===== src/rtl/paged_addr_pkg.sv =====
package paged_addr_pkg;
  parameter int LO_W   = 16;
  parameter int PAGE_W = 8;
  parameter int SEL_W  = 5;

  localparam logic [SEL_W-1:0] SRC_SP      = 5'b00001;
  localparam logic [SEL_W-1:0] SRC_MEM_IR2 = 5'b11000;
  localparam logic [SEL_W-1:0] SRC_IR2     = 5'b11001;
  localparam logic [SEL_W-1:0] SRC_HIGH    = 5'b11010;
  localparam logic [SEL_W-1:0] SRC_MEM_PG  = 5'b11011;
  localparam logic [SEL_W-1:0] SRC_MEM     = 5'b11111;

  typedef struct packed {
    logic driveSp;
    logic driveMem;
    logic driveIr2;
    logic driveHigh;
    logic driveExt;
    logic captureIr2;
    logic loadPage;
    logic pageSubst;
  } strobe_t;
endpackage


===== src/rtl/paged_addr_ctrl.sv =====
module paged_addr_ctrl
  import paged_addr_pkg::*;
(
  input  logic             busEn,
  input  logic [SEL_W-1:0] busSel,
  input  logic             loadAddrLo,
  output strobe_t          strobes
);
  always_comb begin
    strobes = '0;
    if (busEn) begin
      unique case (busSel)
        SRC_SP:      strobes.driveSp = 1'b1;
        SRC_MEM_IR2: begin strobes.driveMem = 1'b1; strobes.captureIr2 = 1'b1; end
        SRC_IR2:     strobes.driveIr2 = 1'b1;
        SRC_HIGH:    strobes.driveHigh = 1'b1;
        SRC_MEM_PG:  begin strobes.driveMem = 1'b1; strobes.loadPage = 1'b1; end
        SRC_MEM:     strobes.driveMem = 1'b1;
        default:     strobes.driveExt = 1'b1;
      endcase
      strobes.pageSubst = (busSel == SRC_SP) && loadAddrLo;
    end
  end
endmodule


===== src/rtl/paged_addr_datapath.sv =====
module paged_addr_datapath
  import paged_addr_pkg::*;
#(
  parameter int LoW   = LO_W,
  parameter int PageW = PAGE_W
) (
  input  logic                  clk,
  input  logic                  rstN,
  input  strobe_t               strobes,
  input  logic                  loadAddrLo,
  input  logic                  loadAddrHi,
  input  logic                  spInc,
  input  logic                  spDec,
  input  logic                  irLoad,
  input  logic [LoW-1:0]        memRdData,
  input  logic                  memHit,
  input  logic [LoW-1:0]        extData,
  output logic [LoW+PageW-1:0]  addrBus,
  output logic [LoW-1:0]        dataBus,
  output logic [LoW-1:0]        instrWord
);
  localparam int PadW = LoW - PageW;

  logic [LoW-1:0]   addrLo;
  logic [PageW-1:0] addrHi;
  logic [LoW-1:0]   spReg;
  logic [PageW-1:0] pageReg;
  logic [LoW-1:0]   ir2Reg;
  logic [LoW-1:0]   irReg;
  logic [LoW-1:0]   memWord;

  assign memWord = memHit ? memRdData : '0;

  always_comb begin
    dataBus = '0;
    if (strobes.driveSp)   dataBus = spReg;
    if (strobes.driveMem)  dataBus = memWord;
    if (strobes.driveIr2)  dataBus = ir2Reg;
    if (strobes.driveHigh) dataBus = {{PadW{1'b0}}, addrHi};
    if (strobes.driveExt)  dataBus = extData;
  end

  always_ff @(posedge clk or negedge rstN) begin
    if (!rstN) begin
      addrLo  <= '0;
      addrHi  <= '0;
      spReg   <= '1;
      pageReg <= '1;
      ir2Reg  <= '0;
      irReg   <= '0;
    end else begin
      if (loadAddrLo) addrLo <= dataBus;
      if (strobes.pageSubst)  addrHi <= pageReg;
      else if (loadAddrHi)    addrHi <= dataBus[PageW-1:0];
      if (spInc && !spDec)    spReg <= spReg + 1'b1;
      else if (spDec && !spInc) spReg <= spReg - 1'b1;
      if (strobes.loadPage)   pageReg <= memWord[PageW-1:0];
      if (strobes.captureIr2) ir2Reg <= memWord;
      if (irLoad)             irReg <= dataBus;
    end
  end

  assign addrBus   = {addrHi, addrLo};
  assign instrWord = irReg;
endmodule


===== src/rtl/paged_addr_unit.sv =====
module paged_addr_unit
  import paged_addr_pkg::*;
(
  input  logic        clk,
  input  logic        rstN,
  input  logic        busEn,
  input  logic [4:0]  busSel,
  input  logic        loadAddrLo,
  input  logic        loadAddrHi,
  input  logic        spInc,
  input  logic        spDec,
  input  logic        irLoad,
  input  logic [15:0] memRdData,
  input  logic        memHit,
  input  logic [15:0] extData,
  output logic [23:0] addrBus,
  output logic [15:0] dataBus,
  output logic [15:0] instrWord
);
  strobe_t strobes;

  paged_addr_ctrl u_ctrl (
    .busEn(busEn), .busSel(busSel), .loadAddrLo(loadAddrLo), .strobes(strobes)
  );

  paged_addr_datapath #(.LoW(16), .PageW(8)) u_dp (
    .clk(clk), .rstN(rstN), .strobes(strobes),
    .loadAddrLo(loadAddrLo), .loadAddrHi(loadAddrHi),
    .spInc(spInc), .spDec(spDec), .irLoad(irLoad),
    .memRdData(memRdData), .memHit(memHit), .extData(extData),
    .addrBus(addrBus), .dataBus(dataBus), .instrWord(instrWord)
  );
endmodule


===== config.mk =====
export PLATFORM = sky130hd
export DESIGN_NAME = paged_addr_unit
export DESIGN_NICKNAME = d
export VERILOG_FILES = /design/src/rtl/paged_addr_pkg.sv /design/src/rtl/paged_addr_ctrl.sv /design/src/rtl/paged_addr_datapath.sv /design/src/rtl/paged_addr_unit.sv
export SDC_FILE = /design/constraint.sdc
export NUM_CORES = 1
export LEC_CHECK = 0
export ABC_AREA = 1
export BUFFER_PORTS_ARGS = -buffer_cell sky130_fd_sc_hd__buf_4
export CELL_PAD_IN_SITES_DETAIL_PLACEMENT = 0
export CELL_PAD_IN_SITES_GLOBAL_PLACEMENT = 2
export CORE_MARGIN = 1.5
export CORE_UTILIZATION = 28
export CTS_CLUSTER_SIZE = 10
export DETAILED_ROUTE_END_ITERATION = 6
export PLACE_DENSITY = 0.86
export SETUP_SLACK_MARGIN = 0.15
export SLEW_MARGIN = 20
export SYNTH_ARGS = -nofsm -noshare
export SYNTH_HDL_FRONTEND = slang
export SYNTH_HIERARCHICAL = 1
export SYNTH_SLANG_ARGS = --single-unit
export TNS_END_PERCENT = 10

===== constraint.sdc =====
create_clock -name clk -period 2 [get_ports clk]
set_clock_uncertainty 0.15 [all_clocks]
set_input_delay 0.4 -clock clk [delete_from_list [all_inputs] [get_ports clk]]
set_output_delay 0.4 -clock clk [all_outputs]
set_load 0.05 [all_outputs]

# Word-level counts from Yosys, hierarchy flattened

Index checks and enable logic that the tools add are counted.

$add $sub $neg: 2
Equality and inequality tests: 6
Multiplexer cells: 18
Reduce and logical (&&, ||, !) cells: 9

Operators by type and width:

| operator                                           | count |
|---|---|
| two-way mux 16 bit                                 | 8 |
| == test 5 bit, second input constant               | 5 |
| two-way mux 8 bit                                  | 3 |
| adder 16 x 1 -> 16 bit, second input constant      | 1 |
| subtractor 16 x 1 -> 16 bit, second input constant | 1 |
| two-way mux 1 bit                                  | 7 |
| OR reduction 6 bit                                 | 1 |
| == test 5 x 1 -> 1 bit, second input constant      | 1 |
| nonzero test 2 bit                                 | 2 |
| logical AND 1 bit                                  | 3 |
| OR reduction 3 bit                                 | 1 |
| logical NOT 1 bit                                  | 2 |

Bits in registers: 80
Input port bits: 46
Word-level logic and storage cells: 41

# Depth between registers and ports, before layout

Gate-level depths: netlist (run 1).

Depth in word-level cells: 11
Mapped depth: 16

# Cells and area by module

The synthesis (run 1) kept the hierarchy.

Modules (own cells, without submodules):

| module              | times used | cells an instance | area an instance (µm²) | sequential area each (µm²) |
|---|---|---|---|---|
| paged_addr_datapath | 1          | 603               | 4516.8                 | 2031.9 |
| paged_addr_ctrl     | 1          | 26                | 122.6                  | 0.0 |

# Least setup slack after synthesis (run 1)

No wires, ideal clock.

Path type: input port to output port
From: input port busSel[2]
To: output port dataBus[10]
Arrival time: 1.837 ns
Required time: 1.450 ns
Setup slack: -0.387 ns
Cell stages on the path: 7
Path through: nor2_1 nand3_1 nor2_1 inv_2 buf_2 o211ai_1 nand2_1

RTL lines:

| item               | line                  | text |
|---|---|---|
| start: declaration | paged_addr_unit.sv:7  | `input logic [4:0] busSel,` |
| end: declaration   | paged_addr_unit.sv:17 | `output logic [15:0] dataBus,` |

==> results of run 1 <==
-- stage by stage --
stage / std cells / setup TNS [ns]
5_1_grt: 1040 / -6.13
6_report: 1040 / -4.70
3_5_place_dp: 1014 / -12.79
2_1_floorplan: 629 / -1.80
4_1_cts: 1038 / -4.59
3_3_place_gp: 1014 / -10.64
-- per-layer routing --
layer / up-vias / share of wire / GRT usage
met4: 0 / 0.023 / 0.0605
li1: 2463 / - / -
met3: 18 / 0.036 / 0.0228
met5: - / 0 / 0
met2: 123 / 0.47 / 0.280
met1: 2251 / 0.47 / 0.213
-- worst min-delay path by stage --
stage	end	slack [ns]	cells past startpoint
after detailed placement	u_dp/addrHi[0]$_DFFE_PN0P_	0.14	1
after global routing	u_dp/addrLo[1]$_DFFE_PN0P_	0.13	2
final	u_dp/addrLo[1]$_DFFE_PN0P_	0.12	2
after floorplan	u_dp/addrHi[0]$_DFFE_PN0P_	-0.05	0
after CTS	u_dp/addrLo[1]$_DFFE_PN0P_	0.12	2
after global placement	u_dp/addrHi[0]$_DFFE_PN0P_	0.14	1
-- registers in the layout, summed over array words and instances, names as in the netlist --
signal,flops
u_dp/ir2Reg,16
u_dp/addrLo,16
u_dp/addrHi,8
u_dp/spReg,16
u_dp/instrWord,16
u_dp/pageReg,8
-- repair_timing --
item | in CTS | in global routing
hold buffers | 1 | 0
setup buffers | 5 | 2
cloned | 2 | 0
pin swaps | 27 | 8
hold endpoints to repair | 11 | 0
gates resized for setup | 68 | 28
setup endpoints to repair | 27 | 36
-- area by class of cell --
class                   count  share of cell area
inverters                  66              0.0385
multi-input cells         464               0.371
well taps                 216              0.0377
flip-flops and latches     80               0.283
repair buffers            197               0.230
repair inverters            1            0.000872
clock buffers              11              0.0338
clock inverters             5             0.00454
-- cell families after synthesis --
group,Yosys count,share of synthesized area
compound gates,100,0.129
xor+xnor,2,0.00378
fa+ha+maj,17,0.0475
buf+inv,86,0.0747
flops,80,0.438
simple gates,344,0.307
-- synth_stat cells (all sizes together), types with 2 or more instances --
cell,count,share of area
o22ai,9,0.012
a21oi,11,0.013
ha,16,0.043
inv,65,0.053
dfrtp,56,0.30
or2,5,0.0067
nor2,72,0.059
buf,6,0.0094
nand3b,2,0.0032
dfstp,24,0.14
a22o,4,0.0076
nand3,57,0.061
nor3,3,0.0032
o21ai,32,0.035
o211ai,8,0.013
a31oi,32,0.043
nand2,201,0.17
a22oi,4,0.0065
clkbuf,14,0.011
-- power by group through the flow --
stage	clock (W)	sequential, W	combinational (W)
floorplan	0	0.00255	0.00183
global placement	0	0.00233	0.00321
detailed placement	0	0.00234	0.00325
CTS	0.00155	0.00233	0.00344
global route	0.00161	0.00240	0.00404
finish	0.00151	0.00235	0.00357
==> metrics.md, run 1 <==
| Metric | Value |
|---|---|
| Status | `finished, violations left` |
| Violated checks | `negative setup slack` |
| Total track usage | `0.165` |
| Hold Path Class | `in2reg` |
| Final #Nets | `slightly below 900` |
| Slew Limit Headroom | `0.625` |
| Cells along the critical path | `buf_4, nor2_4, a21oi_2, nor2_1, buf_4, inv_8, nand2_8, o22ai_1, o21ai_1, buf_4, nand2_4, buf_8` |
| Synthesized net count | `692` |
| Top cell by count, worst path | `buf_4` |
| Crit end category | `primary output` |
| Syn_area_per_cell | `7.38 sq um` |
| RR Endpoint | `u_dp/spReg[8]$_DFFE_PN1P_` |
| Internal Power | `roughly 0.0045 W` |
| Final hold violations | `0` |
| Hold WS | `roughly 0.12 ns` |
| Drt total wl | `roughly 14000 um` |
| Design Power | `0.00744 W` |
| Clock-pin slew on the worst setup and hold paths | `0.06 ns` |
| Drt wl/cell | `13.5 um` |
| WP buf/inv | `5` |
| First-pass GRT wire length | `23600 um` |
| WP data arrival | `1.77 ns` |
| Chip height | `132 um` |
| Pre-CTS setup slack | `-0.467 ns` |
| Most common cell after layout, fill and taps aside | `nand2_1` |
| Seq pwr share | `0.316` |
| GR Overflow Total | `0` |
| Max Cap Viol | `0` |
| Cells after Synth | `approximately 630` |
| Largest delay contributor family on the critical path | `buffers and inverters` |
| Post-DRT Antenna Nets | `0` |
| RSZ-0062 raised after global routing | `yes` |
| Power Density | `~1000 nW/um^2` |
| Flop2flop setup slack | `0.10 ns` |
| Synth Flop Type | `dfrtp_1` |
| Initial antenna violation count | `0` |
| RR Startpoint | `u_dp/spReg[1]$_DFFE_PN1P_` |
| Crit path depth | `12` |
| Final Util | `0.447` |
| CTS tree | `yes` |
| Drt first pass iters | `4` |
| Post-synthesis sequential area ratio | `0.438` |
| Die Area | `between 15000 and 20000 sq um` |
| CP Launch Type | `primary input` |
| Critical path's slowest cell | `o21ai_1` |
| Logic pwr share | `0.481` |
| Synth warn | `6` |
| Final setup violation count | `16` |
| Type of the worst setup path | `in2out` |
| Sw Share | `0.401` |
| IO Pins | `102` |
| Area Overhead vs Synth | `54.6%` |
| Placement Cell Area | `6400 sq um` |
| Core Footprint | `between 15000 and 20000 sq um` |
| Final GP Congestion | `0.857` |
| HPWL after DPL | `approximately 11000 um` |
| Slack of the critical path | `-0.320 ns` |
| DRC viols | `0` |
| Synthesized cell area | `4640 sq um` |
| Worst vdd ir | `0.410 mV` |
| Pleak | `3.54 nW` |
| P_sw | `0.00298 W` |
| Fmax | `0.431 GHz` |
| Hold Path Origin | `loadAddrLo` |
| Most frequent cells in the layout | `nand2_1 (174), buf_4 (172), nor2_1 (59), dfrtp_1 (56)` |
| Clock power frac | `0.203` |
| Worst Path Max Fanout | `6` |
| Multi-input logic area | `2660 sq um` |
| Number of flops mapped to enable cells by yosys | `0` |
| Root buffer cell | `clkbuf_16` |
| Starting Density | `0.289` |
| DIE WIDTH | `around 130 um` |
| FF-to-FF path depth | `9` |
| TritonCTS buffer count | `9` |
| Site Rows | `46` |
| Post-synth ARST share | `1.00` |
| Drt via density | `between 4 and 5` |
| Fraction of layout instances using a drive strength above 1 | `0.398` |
| Sink Count | `80` |
| Crit-path max cell delay | `around 0.19 ns` |
| Yosys reg bits | `80` |
| ANT cells | `0` |
| Vias in the first global route | `4847` |
| Vias post-DR | `roughly 4900` |
| Filler instances | `1594` |
| CP Data Required Time | `1.45 ns` |
| Min Tclk post-route | `roughly 2.3 ns` |
| FF+latch area | `2030 sq um` |
| Worst-Skew Late Latency | `0.34 ns` |
| Critical path endpoint | `dataBus[3]` |
| Max Slew Vio Count | `0` |
| Crit. Startpoint | `busSel[2]` |
| Unique masters post-synth | `37` |
| Worst Max-Slew Pin Slew | `0.560 ns` |
| Fin crit share | `1.16` |
| DR iter-0 viols | `207` |
| H-tree Lvls | `3` |
| Final instance area | `7170 sq um` |
| Port bufs | `101` |
| Worst-case clock buffer depth | `2` |
| Pin count of the biggest net entering global routing | `33` |
No activity file was read; power rests on OpenSTA's default activity.
==> inputs of run 2 (changes only) <==
--- a/config.mk
+++ b/config.mk
@@ -13,6 +13,7 @@
 export CORE_UTILIZATION = 28
 export CTS_CLUSTER_SIZE = 10
 export DETAILED_ROUTE_END_ITERATION = 6
+export MAX_ROUTING_LAYER = met4
 export PLACE_DENSITY = 0.86
 export SETUP_SLACK_MARGIN = 0.15
 export SLEW_MARGIN = 20
==> run 2 against run 1 <==
The flow still finishes with violations (negative setup slack). Design area is the same. Via count up 0.33%. Combinational power about the same. Global-route usage grew 0.55 points. Critical path depth unchanged. Sequential cell count unchanged. Sequential share of layout area unchanged. Power barely moved. Final cell count is the same. Die area stayed put. Non-clock buffer count stayed put. Clock power hardly changed. Critical path type unchanged.
==> metrics.md, run 2 (same netlist as run 1, synthesis figures left out) <==
| Metric | Value |
|---|---|
| Final setup violation count | `16` |
| Slew Limit Headroom | `0.625` |
| Final #Nets | `882` |
| CP Launch Type | `primary input` |
| Worst-case clock buffer depth | `2` |
| Site Rows | `46` |
| Vias in the first global route | `4843` |
| Starting Density | `0.289` |
| Drt total wl | `14000 um` |
| Flop2flop setup slack | `0.09 ns` |
| Setup TNS | `-4.68 ns` |
| Most common cell after layout, fill and taps aside | `nand2_1` |
| Sw Share | `0.401` |
| Chip height | `132 um` |
| Worst Max-Slew Pin Slew | `0.560 ns` |
| TritonCTS buffer count | `9` |
| Power Density | `1040 nW/um^2` |
| GR Overflow Total | `0` |
| Worst Path Max Fanout | `6` |
| IO Pins | `102` |
| Fraction of layout instances using a drive strength above 1 | `0.398` |
| FF-to-FF path depth | `9` |
| Root buffer cell | `clkbuf_16` |
| RR Startpoint | `u_dp/spReg[1]$_DFFE_PN1P_` |
| P_sw | `0.00298 W` |
| Worst vdd ir | `0.410 mV` |
| Drt first pass iters | `5` |
| Area Overhead vs Synth | `54.6%` |
| Vias post-DR | `4871` |
| DR iter-0 viols | `210` |
| Slack of the critical path | `-0.317 ns` |
| Port bufs | `101` |
| Worst-Skew Late Latency | `0.34 ns` |
| RSZ-0062 raised after global routing | `yes` |
| Clock-pin slew on the worst setup and hold paths | `0.06 ns` |
| Final GP Congestion | `0.870` |
| Most frequent cells in the layout | `nand2_1 (174), buf_4 (172), nor2_1 (59), dfrtp_1 (56)` |
| Initial antenna violation count | `0` |
| Total track usage | `0.170` |
| DRC viols | `0` |
| Crit end category | `primary output` |
| Sink of the worst hold path | `u_dp/addrLo[1]$_DFFE_PN0P_` |
| Max Cap Viol | `0` |
| Hold Path Class | `in2reg` |
| Drt via density | `around 4.7` |
| Status | `finished, violations left` |
| H-tree Lvls | `3` |
| CTS tree | `yes` |
| CP Data Required Time | `between 1 and 1.5 ns` |
| RR Endpoint | `u_dp/spReg[8]$_DFFE_PN1P_` |
| HPWL after DPL | `10900 um` |
| Max Slew Vio Count | `0` |
| Final hold violations | `0` |
| Pleak | `3.54 nW` |
| Seq pwr share | `0.316` |
| First-pass GRT wire length | `23700 um` |
| Die Area | `17400 sq um` |
| Hold path cells | `2` |
| Logic pwr share | `0.480` |
| Fmax | `0.432 GHz` |
| WP data arrival | `1.77 ns` |
| Sink Count | `80` |
| Final instance count without filler cells | `about 1000` |
| Core Footprint | `about 16000 sq um` |
| Drt wl/cell | `13.5 um` |
| Fin crit share | `1.16` |
| Placed cells | `1014` |
| Clock power frac | `0.203` |
| Pin count of the biggest net entering global routing | `33` |
| Post-DRT Antenna Nets | `0` |
| Hold Path Origin | `loadAddrLo` |
| Min Tclk post-route | `approximately 2.3 ns` |
| ANT cells | `0` |
| Type of the worst setup path | `in2out` |
| DIE WIDTH | `132 um` |
| Violated checks | `negative setup slack` |
| Hold WS | `0.124 ns` |
| Internal Power | `about 0.0045 W` |
run 2: cell counts in the layout (fill, tap and decap cells not counted):
Identical to the previous run, type by type.
run 2: metal layers:
layer | global-route usage | up-vias | share of wire
met2 | 0.279 | 135 | 0.47
met4 | 0.0605 | 0 | 0.021
met5 | - | - | 0
li1 | - | 2463 | -
met1 | 0.214 | 2253 | 0.46
met3 | 0.0239 | 20 | 0.044
run 2: worst max path at each step:
stage	start	endpoint	cells after the start
after floorplan	busSel[3]	dataBus[10]	12
after global placement	busSel[3]	dataBus[13]	14
after detailed placement	busSel[0]	dataBus[13]	14
after CTS	busSel[4]	dataBus[7]	13
after global routing	busSel[2]	dataBus[6]	14
final	busSel[2]	dataBus[7]	12
run 2: power by group through the flow:
| stage | combinational, W | sequential, W | clock, W |
|---|---|---|---|
| 5_1_grt | 0.00404 | 0.00240 | 0.00161 |
| 2_1_floorplan | 0.00183 | 0.00255 | 0 |
| 3_5_place_dp | 0.00325 | 0.00234 | 0 |
| 4_1_cts | 0.00344 | 0.00233 | 0.00155 |
| 6_report | 0.00357 | 0.00235 | 0.00151 |
| 3_3_place_gp | 0.00321 | 0.00233 | 0 |
run 2: layout make-up:
type	instances	area [sq um]
Fill cell	1594	8880
Multi-Input combinational cell	464	2660
Sequential cell	80	2030
Timing Repair Buffer	197	1650
Inverter	66	277
Tap cell	216	270
Clock buffer	11	243
Clock inverter	5	32.5
Timing Repair inverter	1	6.26
run 2: timing repair:
action | CTS | global route
cloned | 2 | 0
pin swaps | 27 | 8
hold buffers | 1 | 0
hold endpoints to repair | 11 | 0
setup endpoints to repair | 27 | 36
gates resized for setup | 68 | 28
setup buffers | 5 | 2
run 2: critical path, stage by stage:
cell	delay [ns]
buf_4	0.14
nor2_4	0.12
a21oi_2	0.08
nor2_1	0.08
buf_4	0.17
inv_8	0.06
nand2_8	0.09
o22ai_1	0.08
o21ai_1	0.18
buf_4	0.16
nand2_4	0.05
buf_8	0.15
run 2: through the flow:
step	instance area (sq um)	setup WS (ns)	utilization	power, W
floorplan	4790	-0.0991	-	0.00438
global placement	6400	-0.419	0.399	0.00554
detailed placement	6400	-0.467	0.399	0.00559
CTS	7020	-0.309	0.437	0.00732
global route	7170	-0.402	0.447	0.00805
finish	7170	-0.317	0.447	0.00744
